## src/rtl/apg_pkg.sv

```systemverilog
package apg_pkg;
   // register word addresses
   localparam int ADR_EVT      = 0;
   localparam int ADR_MASK     = 1;
   localparam int ADR_ALM_BASE = 2;   // two words per alarm: low, high
   localparam int ADR_IVL_BASE = 6;   // one word per channel
   localparam int ADR_CTRL     = 9;
   localparam int ADR_SPAN     = 10;

   // event bit positions
   localparam int EVT_CH_TOP    = 7;  // channel i at EVT_CH_TOP - i
   localparam int EVT_ALARM_LOW = 16; // alarm k at EVT_ALARM_LOW + k

   localparam int NUM_ALM  = 2;
   localparam int CTRL_BITS = 8;

   typedef struct packed {
      logic       dis;
      logic       gate;
      logic       from_alarm;
      logic [4:0] width;
   } ch_ctrl_t;
endpackage

```

## src/rtl/apg_alarm.sv

```systemverilog
module apg_alarm #(
   parameter int TIME_W = 64,
   parameter int DATA_W = 32
) (
   input  logic              clk,
   input  logic              rst_n,
   input  logic [TIME_W-1:0] time_ns,
   input  logic              wr_lo,
   input  logic              wr_hi,
   input  logic [DATA_W-1:0] wdata,
   output logic [TIME_W-1:0] cmp_q,
   output logic              hit
);
   localparam logic [TIME_W-1:0] IDLE_VAL = '1;

   assign hit = (cmp_q != IDLE_VAL) && (time_ns >= cmp_q);

   always_ff @(posedge clk) begin
      if (!rst_n) begin
         cmp_q <= IDLE_VAL;
      end else if (wr_lo || wr_hi) begin
         if (wr_lo) cmp_q[DATA_W-1:0]      <= wdata;
         if (wr_hi) cmp_q[TIME_W-1:DATA_W] <= wdata;
      end else if (hit) begin
         cmp_q <= IDLE_VAL;
      end
   end
endmodule

```

## src/rtl/apg_channel.sv

```systemverilog
module apg_channel
   import apg_pkg::*;
#(
   parameter int TIME_W = 64,
   parameter int IVL_W  = 32,
   parameter int TICK_W = 16
) (
   input  logic              clk,
   input  logic              rst_n,
   input  logic [TIME_W-1:0] time_ns,
   input  logic [TICK_W-1:0] tick_ns,
   input  logic [IVL_W-1:0]  interval,
   input  ch_ctrl_t          ctrl,
   input  logic              alarm_hit,
   input  logic [TIME_W-1:0] alarm_val,
   output logic              pulse,
   output logic              fire
);
   typedef enum logic [1:0] {ST_OFF, ST_WAIT, ST_RUN} ch_state_t;

   ch_state_t         state_q;
   logic [TIME_W-1:0] next_q;
   logic [4:0]        cnt_q;
   logic              pulse_q;
   logic [TIME_W-1:0] step;

   assign step  = TIME_W'(interval) + TIME_W'(tick_ns);
   assign pulse = pulse_q;

   always_comb begin
      fire = 1'b0;
      if (!ctrl.dis) begin
         case (state_q)
            ST_WAIT: fire = alarm_hit && ctrl.from_alarm;
            ST_RUN:  fire = (time_ns >= next_q);
            default: fire = 1'b0;
         endcase
      end
   end

   always_ff @(posedge clk) begin
      if (!rst_n || ctrl.dis) begin
         state_q <= ST_OFF;
         next_q  <= '0;
         cnt_q   <= '0;
         pulse_q <= 1'b0;
      end else begin
         case (state_q)
            ST_OFF:  state_q <= ST_WAIT;
            ST_WAIT: if (alarm_hit) begin
                        state_q <= ST_RUN;
                        next_q  <= alarm_val + step;
                     end
            ST_RUN:  if (fire) next_q <= next_q + step;
            default: state_q <= ST_OFF;
         endcase
         if (fire && ctrl.gate && (ctrl.width != 5'd0)) begin
            pulse_q <= 1'b1;
            cnt_q   <= ctrl.width - 5'd1;
         end else if (pulse_q) begin
            if (cnt_q == 5'd0) pulse_q <= 1'b0;
            else               cnt_q   <= cnt_q - 5'd1;
         end
      end
   end
endmodule

```

## src/rtl/apg_regs.sv

```systemverilog
module apg_regs
   import apg_pkg::*;
#(
   parameter int NUM_CH = 3,
   parameter int DATA_W = 32,
   parameter int ADDR_W = 4,
   parameter int TIME_W = 64
) (
   input  logic                           clk,
   input  logic                           rst_n,
   input  logic                           we,
   input  logic [ADDR_W-1:0]              addr,
   input  logic [DATA_W-1:0]              wdata,
   input  logic [NUM_CH-1:0]              ch_fire,
   input  logic [NUM_ALM-1:0]             alm_hit,
   input  logic [NUM_ALM-1:0][TIME_W-1:0] alm_val,
   output logic [NUM_ALM-1:0]             alm_wr_lo,
   output logic [NUM_ALM-1:0]             alm_wr_hi,
   output logic [NUM_CH-1:0][DATA_W-1:0]  ivl_q,
   output ch_ctrl_t [NUM_CH-1:0]          ctrl_q,
   output logic [DATA_W-1:0]              evt_q,
   output logic [DATA_W-1:0]              mask_q,
   output logic [DATA_W-1:0]              rdata,
   output logic                           irq
);
   logic [DATA_W-1:0] evt_set, evt_clr;
   int unsigned       a;

   assign a = unsigned'(int'(addr));

   always_comb begin
      evt_set = '0;
      for (int i = 0; i < NUM_CH; i++) evt_set[EVT_CH_TOP-i] = ch_fire[i];
      for (int k = 0; k < NUM_ALM; k++) evt_set[EVT_ALARM_LOW+k] = alm_hit[k];
      evt_clr = (we && a == ADR_EVT) ? wdata : '0;
   end

   always_comb begin
      for (int k = 0; k < NUM_ALM; k++) begin
         alm_wr_lo[k] = we && (a == unsigned'(ADR_ALM_BASE + 2*k));
         alm_wr_hi[k] = we && (a == unsigned'(ADR_ALM_BASE + 2*k + 1));
      end
   end

   always_ff @(posedge clk) begin
      if (!rst_n) begin
         evt_q  <= '0;
         mask_q <= '0;
         for (int i = 0; i < NUM_CH; i++) begin
            ivl_q[i]  <= '1;
            ctrl_q[i] <= '{dis: 1'b1, gate: 1'b0, from_alarm: 1'b0, width: 5'd0};
         end
      end else begin
         evt_q <= (evt_q & ~evt_clr) | (evt_set & mask_q);
         if (we && a == ADR_MASK) mask_q <= wdata;
         for (int i = 0; i < NUM_CH; i++) begin
            if (we && a == unsigned'(ADR_IVL_BASE + i)) ivl_q[i] <= wdata;
            if (we && a == ADR_CTRL) ctrl_q[i] <= wdata[CTRL_BITS*i +: CTRL_BITS];
         end
      end
   end

   always_comb begin
      rdata = '0;
      if (a == ADR_EVT)  rdata = evt_q;
      if (a == ADR_MASK) rdata = mask_q;
      for (int k = 0; k < NUM_ALM; k++) begin
         if (a == unsigned'(ADR_ALM_BASE + 2*k))     rdata = alm_val[k][DATA_W-1:0];
         if (a == unsigned'(ADR_ALM_BASE + 2*k + 1)) rdata = alm_val[k][TIME_W-1:DATA_W];
      end
      for (int i = 0; i < NUM_CH; i++) begin
         if (a == unsigned'(ADR_IVL_BASE + i)) rdata = ivl_q[i];
         if (a == ADR_CTRL) rdata[CTRL_BITS*i +: CTRL_BITS] = ctrl_q[i];
      end
   end

   assign irq = |(evt_q & mask_q);
endmodule

```

## src/rtl/aligned_pulse_gen.sv

```systemverilog
module aligned_pulse_gen
   import apg_pkg::*;
#(
   parameter int NUM_CH = 3,
   parameter int TIME_W = 64,
   parameter int DATA_W = 32,
   parameter int ADDR_W = 4,
   parameter int TICK_W = 16
) (
   input  logic              clk,
   input  logic              rst_n,
   input  logic [TIME_W-1:0] time_ns,
   input  logic [TICK_W-1:0] tick_ns,
   input  logic              reg_we,
   input  logic [ADDR_W-1:0] reg_addr,
   input  logic [DATA_W-1:0] reg_wdata,
   output logic [DATA_W-1:0] reg_rdata,
   output logic [NUM_CH-1:0] pulse_out,
   output logic              irq
);
   if (NUM_CH < 1 || NUM_CH > 3) begin : g_bad_ch
      $error("NUM_CH must be 1 to 3");
   end
   if (TIME_W != 2*DATA_W) begin : g_bad_tw
      $error("TIME_W must be twice DATA_W");
   end
   if ((1 << ADDR_W) < ADR_SPAN) begin : g_bad_aw
      $error("ADDR_W too narrow for the register map");
   end
   if (TICK_W > DATA_W) begin : g_bad_tick
      $error("TICK_W must not exceed DATA_W");
   end

   logic [NUM_ALM-1:0]             alm_hit, alm_wr_lo, alm_wr_hi;
   logic [NUM_ALM-1:0][TIME_W-1:0] alm_val;
   logic [NUM_CH-1:0][DATA_W-1:0]  ivl_q;
   ch_ctrl_t [NUM_CH-1:0]          ctrl_q;
   logic [NUM_CH-1:0]              ch_fire, ch_dis, ch_gate;
   logic [DATA_W-1:0]              evt_q, mask_q;

   apg_regs #(.NUM_CH(NUM_CH), .DATA_W(DATA_W), .ADDR_W(ADDR_W), .TIME_W(TIME_W)) u_regs (
      .clk(clk), .rst_n(rst_n), .we(reg_we), .addr(reg_addr), .wdata(reg_wdata),
      .ch_fire(ch_fire), .alm_hit(alm_hit), .alm_val(alm_val),
      .alm_wr_lo(alm_wr_lo), .alm_wr_hi(alm_wr_hi), .ivl_q(ivl_q), .ctrl_q(ctrl_q),
      .evt_q(evt_q), .mask_q(mask_q), .rdata(reg_rdata), .irq(irq)
   );

   for (genvar k = 0; k < NUM_ALM; k++) begin : g_alm
      apg_alarm #(.TIME_W(TIME_W), .DATA_W(DATA_W)) u_alm (
         .clk(clk), .rst_n(rst_n), .time_ns(time_ns),
         .wr_lo(alm_wr_lo[k]), .wr_hi(alm_wr_hi[k]), .wdata(reg_wdata),
         .cmp_q(alm_val[k]), .hit(alm_hit[k])
      );
   end

   for (genvar i = 0; i < NUM_CH; i++) begin : g_ch
      assign ch_dis[i]  = ctrl_q[i].dis;
      assign ch_gate[i] = ctrl_q[i].gate;
      apg_channel #(.TIME_W(TIME_W), .IVL_W(DATA_W), .TICK_W(TICK_W)) u_ch (
         .clk(clk), .rst_n(rst_n), .time_ns(time_ns), .tick_ns(tick_ns),
         .interval(ivl_q[i]), .ctrl(ctrl_q[i]),
         .alarm_hit(alm_hit[0]), .alarm_val(alm_val[0]),
         .pulse(pulse_out[i]), .fire(ch_fire[i])
      );
   end
endmodule

```

## config.mk

```make
export PLATFORM = sky130hd
export DESIGN_NAME = aligned_pulse_gen
export DESIGN_NICKNAME = d
export VERILOG_FILES = /design/src/rtl/apg_pkg.sv /design/src/rtl/apg_alarm.sv /design/src/rtl/apg_channel.sv /design/src/rtl/apg_regs.sv /design/src/rtl/aligned_pulse_gen.sv
export SDC_FILE = /design/constraint.sdc
export NUM_CORES = 2
export LEC_CHECK = 0
export ABC_AREA = 0
export CORE_MARGIN = 2
export CORE_UTILIZATION = 45
export DETAILED_ROUTE_END_ITERATION = 8
export GPL_TIMING_DRIVEN = 0
export SYNTH_ARGS = -nofsm -noshare
export SYNTH_HDL_FRONTEND = slang
export SYNTH_SLANG_ARGS = --single-unit
```

## constraint.sdc

```tcl
create_clock -name clk -period 17.35 [get_ports clk]
set_input_delay 5.205 -clock clk [delete_from_list [all_inputs] [get_ports clk]]
set_output_delay 5.205 -clock clk [all_outputs]
set_load 0.05 [all_outputs]
```

## After elaboration in Yosys (flattened, before gate mapping)

Cells that the tools add are included.

| word-level totals | value |
|---|---|
| word-level logic and storage cells | 208 |
| output and inout bits | 36 |
| flip-flop bits (word level) | 528 |
| bits of input ports | 119 |

| operators by class | value |
|---|---|
| multiplexer cells | 58 |
| $add $sub $neg | 15 |
| bitwise operators | 8 |
| reduce and logical (&&, ||, !) cells | 59 |
| eq/ne operators | 30 |
| order comparisons | 5 |

Operators with widths:

| cell | number |
|---|---|
| $mux W64 | 10 |
| $mux W32 | 14 |
| $add A64 B64 Y64 | 6 |
| $pmux W64 S2 | 3 |
| $ge A64 B64 Y1 | 5 |
| $ne A64 B64 Y1 const B | 2 |
| $add A32 B16 Y33 | 3 |
| $and A32 B32 Y32 | 2 |
| $mux W5 | 9 |
| $and A18 B32 Y32 | 1 |
| $logic_not A32 Y1 | 1 |
| $not A32 Y32 | 1 |
| $or A32 B32 Y32 | 1 |
| $reduce_or A32 Y1 | 1 |
| $sub A5 B1 Y5 const B | 6 |
| $mux W8 | 3 |
| $ne A2 B1 Y1 const B | 11 |
| $logic_and A1 B1 Y1 | 21 |
| $reduce_and A2 Y1 | 10 |
| $pmux W2 S3 | 3 |
| $eq A4 B3 Y1 const B | 4 |
| $reduce_bool A2 Y1 | 8 |
| $logic_not A5 Y1 | 3 |
| $reduce_bool A5 Y1 | 3 |
| 14 further kinds | 44 |

## Depth between registers and ports, before layout

| logic depth | value |
|---|---|
| word-level depth | 13 |
| depth in mapped cells | 27 |
| gate-level depth less buffers | 24 |

## By module

A second synthesis with hierarchy kept.

| second synthesis, totals | value |
|---|---|
| cells, all modules | 6717 |
| area total of the unflattened synthesis | 50626.1 um^2 |

By module, submodules not included:

| module | cells an instance | area an instance (um^2) | seq. area each (um^2) | instances |
|---|---|---|---|---|
| apg_channel at g_ch[1].u_ch ... | 1492 | 11020.6 | 1441.4 | 2 |
| apg_channel at g_ch[0].u_ch | 1473 | 10875.4 | 1441.4 | 1 |
| apg_regs | 1186 | 9469.1 | 3683.5 | 1 |
| apg_alarm | 537 | 4120.2 | 1281.2 | 2 |

## Worst setup path after synthesis

No wires, ideal clock.

| path | value |
|---|---|
| path type | input to output |
| start | input port reg_addr[0] |
| end | output port reg_rdata[12] |
| data required time | 12.145 ns |
| buffers on the path | 3 |
| path slack | 4.899 ns |
| arrival time | 7.246 ns |
| cell stages on the path | 7 |
| path through | clkbuf_1 > clkbuf_1 > buf_1 > mux2i_1 > o21ai_0 > a221oi_1 > nand3_1 |

| on the way | value |
|---|---|
| word-level cells in the longest chain between the ends | 11 |
| elaborated cells on any way between the ends | 20 |
| those cells by class | eq/ne (9); mux (10); reduce/logical (1) |

RTL lines:

| what | line | source |
|---|---|---|
| from (decl) | aligned_pulse_gen.sv:15 | `input logic [ADDR_W-1:0] reg_addr,` |
| $logic_not A32 Y1 | apg_regs.sv:65 | `if (a == ADR_EVT) rdata = evt_q;` |
| $mux W32 | apg_regs.sv:65 |  |
| $mux W32 | apg_regs.sv:66 | `if (a == ADR_MASK) rdata = mask_q;` |
| $mux W32 | apg_regs.sv:68 | `if (a == unsigned'(ADR_ALM_BASE + 2*k)) rdata = alm_val[k][DATA_W-1:0];` |
| $mux W32 | apg_regs.sv:69 | `if (a == unsigned'(ADR_ALM_BASE + 2*k + 1)) rdata = alm_val[k][TIME_W-1:DATA_W];` |
| $mux W32 | apg_regs.sv:68 |  |
| $mux W32 | apg_regs.sv:69 |  |
| $mux W32 (2 in series) | apg_regs.sv:72 | `if (a == unsigned'(ADR_IVL_BASE + i)) rdata = ivl_q[i];` |
| $mux W8 | apg_regs.sv:73 | `if (a == ADR_CTRL) rdata[CTRL_BITS*i +: CTRL_BITS] = ctrl_q[i];` |
| $mux W32 * | apg_regs.sv:72 |  |
| to (decl) | aligned_pulse_gen.sv:17 | `output logic [DATA_W-1:0] reg_rdata,` |

Every way passes the cells marked *; elsewhere a longest branch is shown, timed or not.

## Worst setup path in the final report

| path | value |
|---|---|
| start | input port reg_addr[0] |
| end | output port reg_rdata[6] |

| on the way | value |
|---|---|
| word-level cells in the longest chain between the ends | 11 |
| elaborated cells on any way between the ends | 20 |
| those cells by class | eq/ne (9); mux (10); reduce/logical (1) |

RTL lines:

| what | line |
|---|---|
| $logic_not A32 Y1 | apg_regs.sv:65 |
| $mux W32 | apg_regs.sv:65 |
| $mux W32 | apg_regs.sv:66 |
| $mux W32 | apg_regs.sv:68 |
| $mux W32 | apg_regs.sv:69 |
| $mux W32 | apg_regs.sv:68 |
| $mux W32 | apg_regs.sv:69 |
| $mux W32 | apg_regs.sv:72 |
| $mux W8 | apg_regs.sv:73 |
| $mux W32 | apg_regs.sv:72 |
| $mux W32 * | apg_regs.sv:72 |

Marked as above.

==> flow_metrics.tcl <==
set metrics [dict create \
    outcome "complete, but fails checks" \
    violations "max-capacitance violations, max-slew violations" \
    worst-setup-path-type "in -> out" \
    vdd.ir_drop.worst_mv 0.0882 \
    hold_viol 0 \
    grt_pass1_wl_mm 327 \
    avgRoutedWirePerCell_um 31.4 \
    synth_ff_type "dfxtp_1" \
    drtIter0Drc 6911 \
    cp_max_fo 10 \
    grt_use_total_pct 45.9 \
    core_mm2 0.0966 \
    clk_pin_slew_worst_paths_ns 0.05 \
    chipWidth_um 316 \
    worst_slew_margin_rel_pct -8.66 \
    synth_cell_types 104 \
    fin_crit_ns 15.16 \
    cts_root_buf "clkbuf_16" \
    yosysTopAreaCellShare_pct 24.1 \
    worst_pin_slew_ns 1.63 \
    worstPathCellList "clkdlybuf4s50_1 -> clkbuf_1 -> clkbuf_1 -> buf_1 -> mux2i_1 -> o21ai_0 -> a221oi_1 -> nand3_1 -> clkdlybuf4s50_1" \
    num-fill-cells 9819 \
    htreeDepth 3 \
    synth_top_family_by_area "compound AO/OA/AOI/OAI gates" \
    power.internal_uw 2520 \
    clockBufferDepth 3 \
    clk_latency_ns 0.71 \
    synth_area_mm2 0.0438 \
    wl_mm 237 \
    comb_power_share_pct 29.2 \
    cts_sinks 528 \
    gp_congestion 1.10 \
    async_reset_ff_share_pct 0 \
    synth_simple_gate_area_share_pct 22.2 \
    crit_buf_inv 5 \
    overflow 0 \
    start_kind "input pin" \
    fin_crit_sh_pct 87.4 \
    dr.pass1.iters 9 \
    place_ws_ns 2.49 \
    yosys-top-cells-count "911 x nand2_1, 528 x dfxtp_1, 479 x ha_1" \
    yosysMostFrequentCell "nand2_1" \
    hold_ws_ns 0.454 \
    remaining_drc_errors 0 \
    final_layout_size_suffix_gt1_share_pct 3.37 \
    ant_nets 0 \
    antenna_found_initial 31 \
    die_h_um 316 \
    synth_compound_area_share_pct 27.6 \
    synthMuxAreaShare_pct 2.15 \
    p_total_uw 3990 \
    ys_ff_latch 528 \
    final.setup.worst_slack_ns 2.19 \
    initial_core_util_pct 45.4 \
    synth_fp_nets 6604 \
    setup-violations-final 0 \
    multi_input_area_mm2 0.0302 \
    clkPwrFrac_pct 39.1 \
    swShare_pct 36.9 \
    endpoint_kind "output port" \
    hold_path.class "reg -> reg" \
    viasPerCell 6.60 \
    yosys_warnings 0 \
    io_pins 155 \
    synth_seq_area_share_pct 24.1 \
    critPathSlowestCell "a221oi_1" \
    critPathMaxStageDelay_ns 0.99 \
    std_cell_rows 114 \
    synth_largest_area_cell "dfxtp_1" \
    utilization_pct 50.8 \
    area_growth_pct 12.0 \
    cp.depth 9 \
    grt_setup_unrepaired "no" \
    dieArea_mm2 0.0999 \
    finalClockSkew_ns 0.0668 \
    nets 6804 \
    ff2ff_setup_slack_ns 7.75 \
    postCtsResizedCells 0 \
    switchingPower_uw 1470 \
    postCtsSetupBuffers 0 \
    synth_area_leaders "dfxtp_1 24%, ha_1 14%, nand2_1 7.8%" \
    p_leak_uw 0.0196 \
    synth-edff-count 0 \
    tns_ns 0 \
    cp_data_required_time_ns 12.14 \
    cap_violations 5 \
    yosys.area_share.adder_pct 13.9 \
    synth-xor-area-share_pct 3.06 \
    netlist_instances 6000 \
    cp.arrival_ns 9.95 \
    io_buffers 120 \
    cts_hold_buf 0 \
    vias 49800 \
    grt_pass1_vias 44300 \
    grt_max_degree 14 \
    power_density_mw_per_mm2 81.3 \
    path_delay_family "buffers and inverters" \
    avgSynthCellArea_um2 7.31 \
    register_area_mm2 0.0106 \
    max_freq_ghz 0.0660 \
    tritoncts "yes" \
    whs_path_depth 2 \
    final_max_slew_viol_count 46 \
    sequentialPowerShare_pct 31.7 \
    cts_buffers 69 \
    hpwl_mm 186 \
    r2r_cells 23 \
]
## tightest hold or removal path, cell delays in order (launching register included)
cell and delay (ns):
dfxtp_1 0.32, nand2_1 0.06, a21oi_1 0.03
## cells in the final DEF, fill, tap and decap left out, drive strengths merged, types with 149 or more instances in the layout
| cell type | instances |
|---|---|
| nand2 | 911 |
| nor3 | 149 |
| inv | 414 |
| nor2 | 312 |
| a21oi | 468 |
| dfxtp | 528 |
| ha | 479 |
| o21ai | 452 |
| clkbuf | 427 |
| nand3 | 283 |
## cell type report
| type | count | share of cell area [%] |
|---|---|---|
| buffer | 382 | 3.07 |
| timing repair buffer | 129 | 2.54 |
| multi-input combinational | 4680 | 61.6 |
| sequential | 528 | 21.5 |
| antenna | 7 | 0.0357 |
| clock inverter | 25 | 0.885 |
| clock buffer | 98 | 3.96 |
| inverter | 410 | 3.14 |
| tap | 1276 | 3.25 |
## worst paths after layout
| path | start | endpoint |
|---|---|---|
| max reg2reg | g_ch[2].u_ch.state_q[0] | g_ch[2].u_ch.next_q[62] |
| min | u_regs.evt_q[14] | u_regs.evt_q[14] |
| min reg2reg | u_regs.evt_q[14] | u_regs.evt_q[14] |
| max | reg_addr[0] | reg_rdata[6] |
## power by group through the flow
stage	sequential (µW)	clock (µW)	combinational (µW)
5_1_grt	1260	1600	1240
4_1_cts	1260	1550	1120
6_report	1260	1560	1170
3_5_place_dp	1290	0	1110
2_1_floorplan	1270	0	740
3_3_place_gp	1290	0	1100
## state kept, by name, summed over array words and instances, names as in the netlist
signal and count:
g_ch.u_ch.cnt_q 15, u_regs.ctrl_q 24, u_regs.mask_q 32, g_ch.u_ch.pulse 3
g_ch.u_ch.next_q 192, g_alm.u_alm.cmp_q 128, g_ch.u_ch.state_q 6, u_regs.ivl_q 96
u_regs.evt_q 32
## stage by stage
step / std cells / cell area [µm²]
2_1_floorplan: 6000 / 43800
3_3_place_gp: 7396 / 46600
3_5_place_dp: 7405 / 46700
4_1_cts: 7528 / 49100
5_1_grt: 7530 / 49100
6_report: 7535 / 49100
## logic make-up after synthesis
| family | after synthesis |
|---|---|
| buffers and inverters | 792 |
| AOI/OAI and AO/OA | 1851 |
| adders and majority gates | 485 |
| muxes | 92 |
| xor gates and xnor gates | 153 |
| and+or+nand+nor | 2099 |
| DFF | 528 |
## per-layer routing
metal  up-vias  global-route usage (%)  wire length, µm
met2      3352                    64.7            93200
met4         8                    31.7            20100
met5         -                       0               39
li1      22200                       -                -
met3       762                    14.2            30900
met1     23400                    59.3            92500
Power figures use the tool's default switching activity.
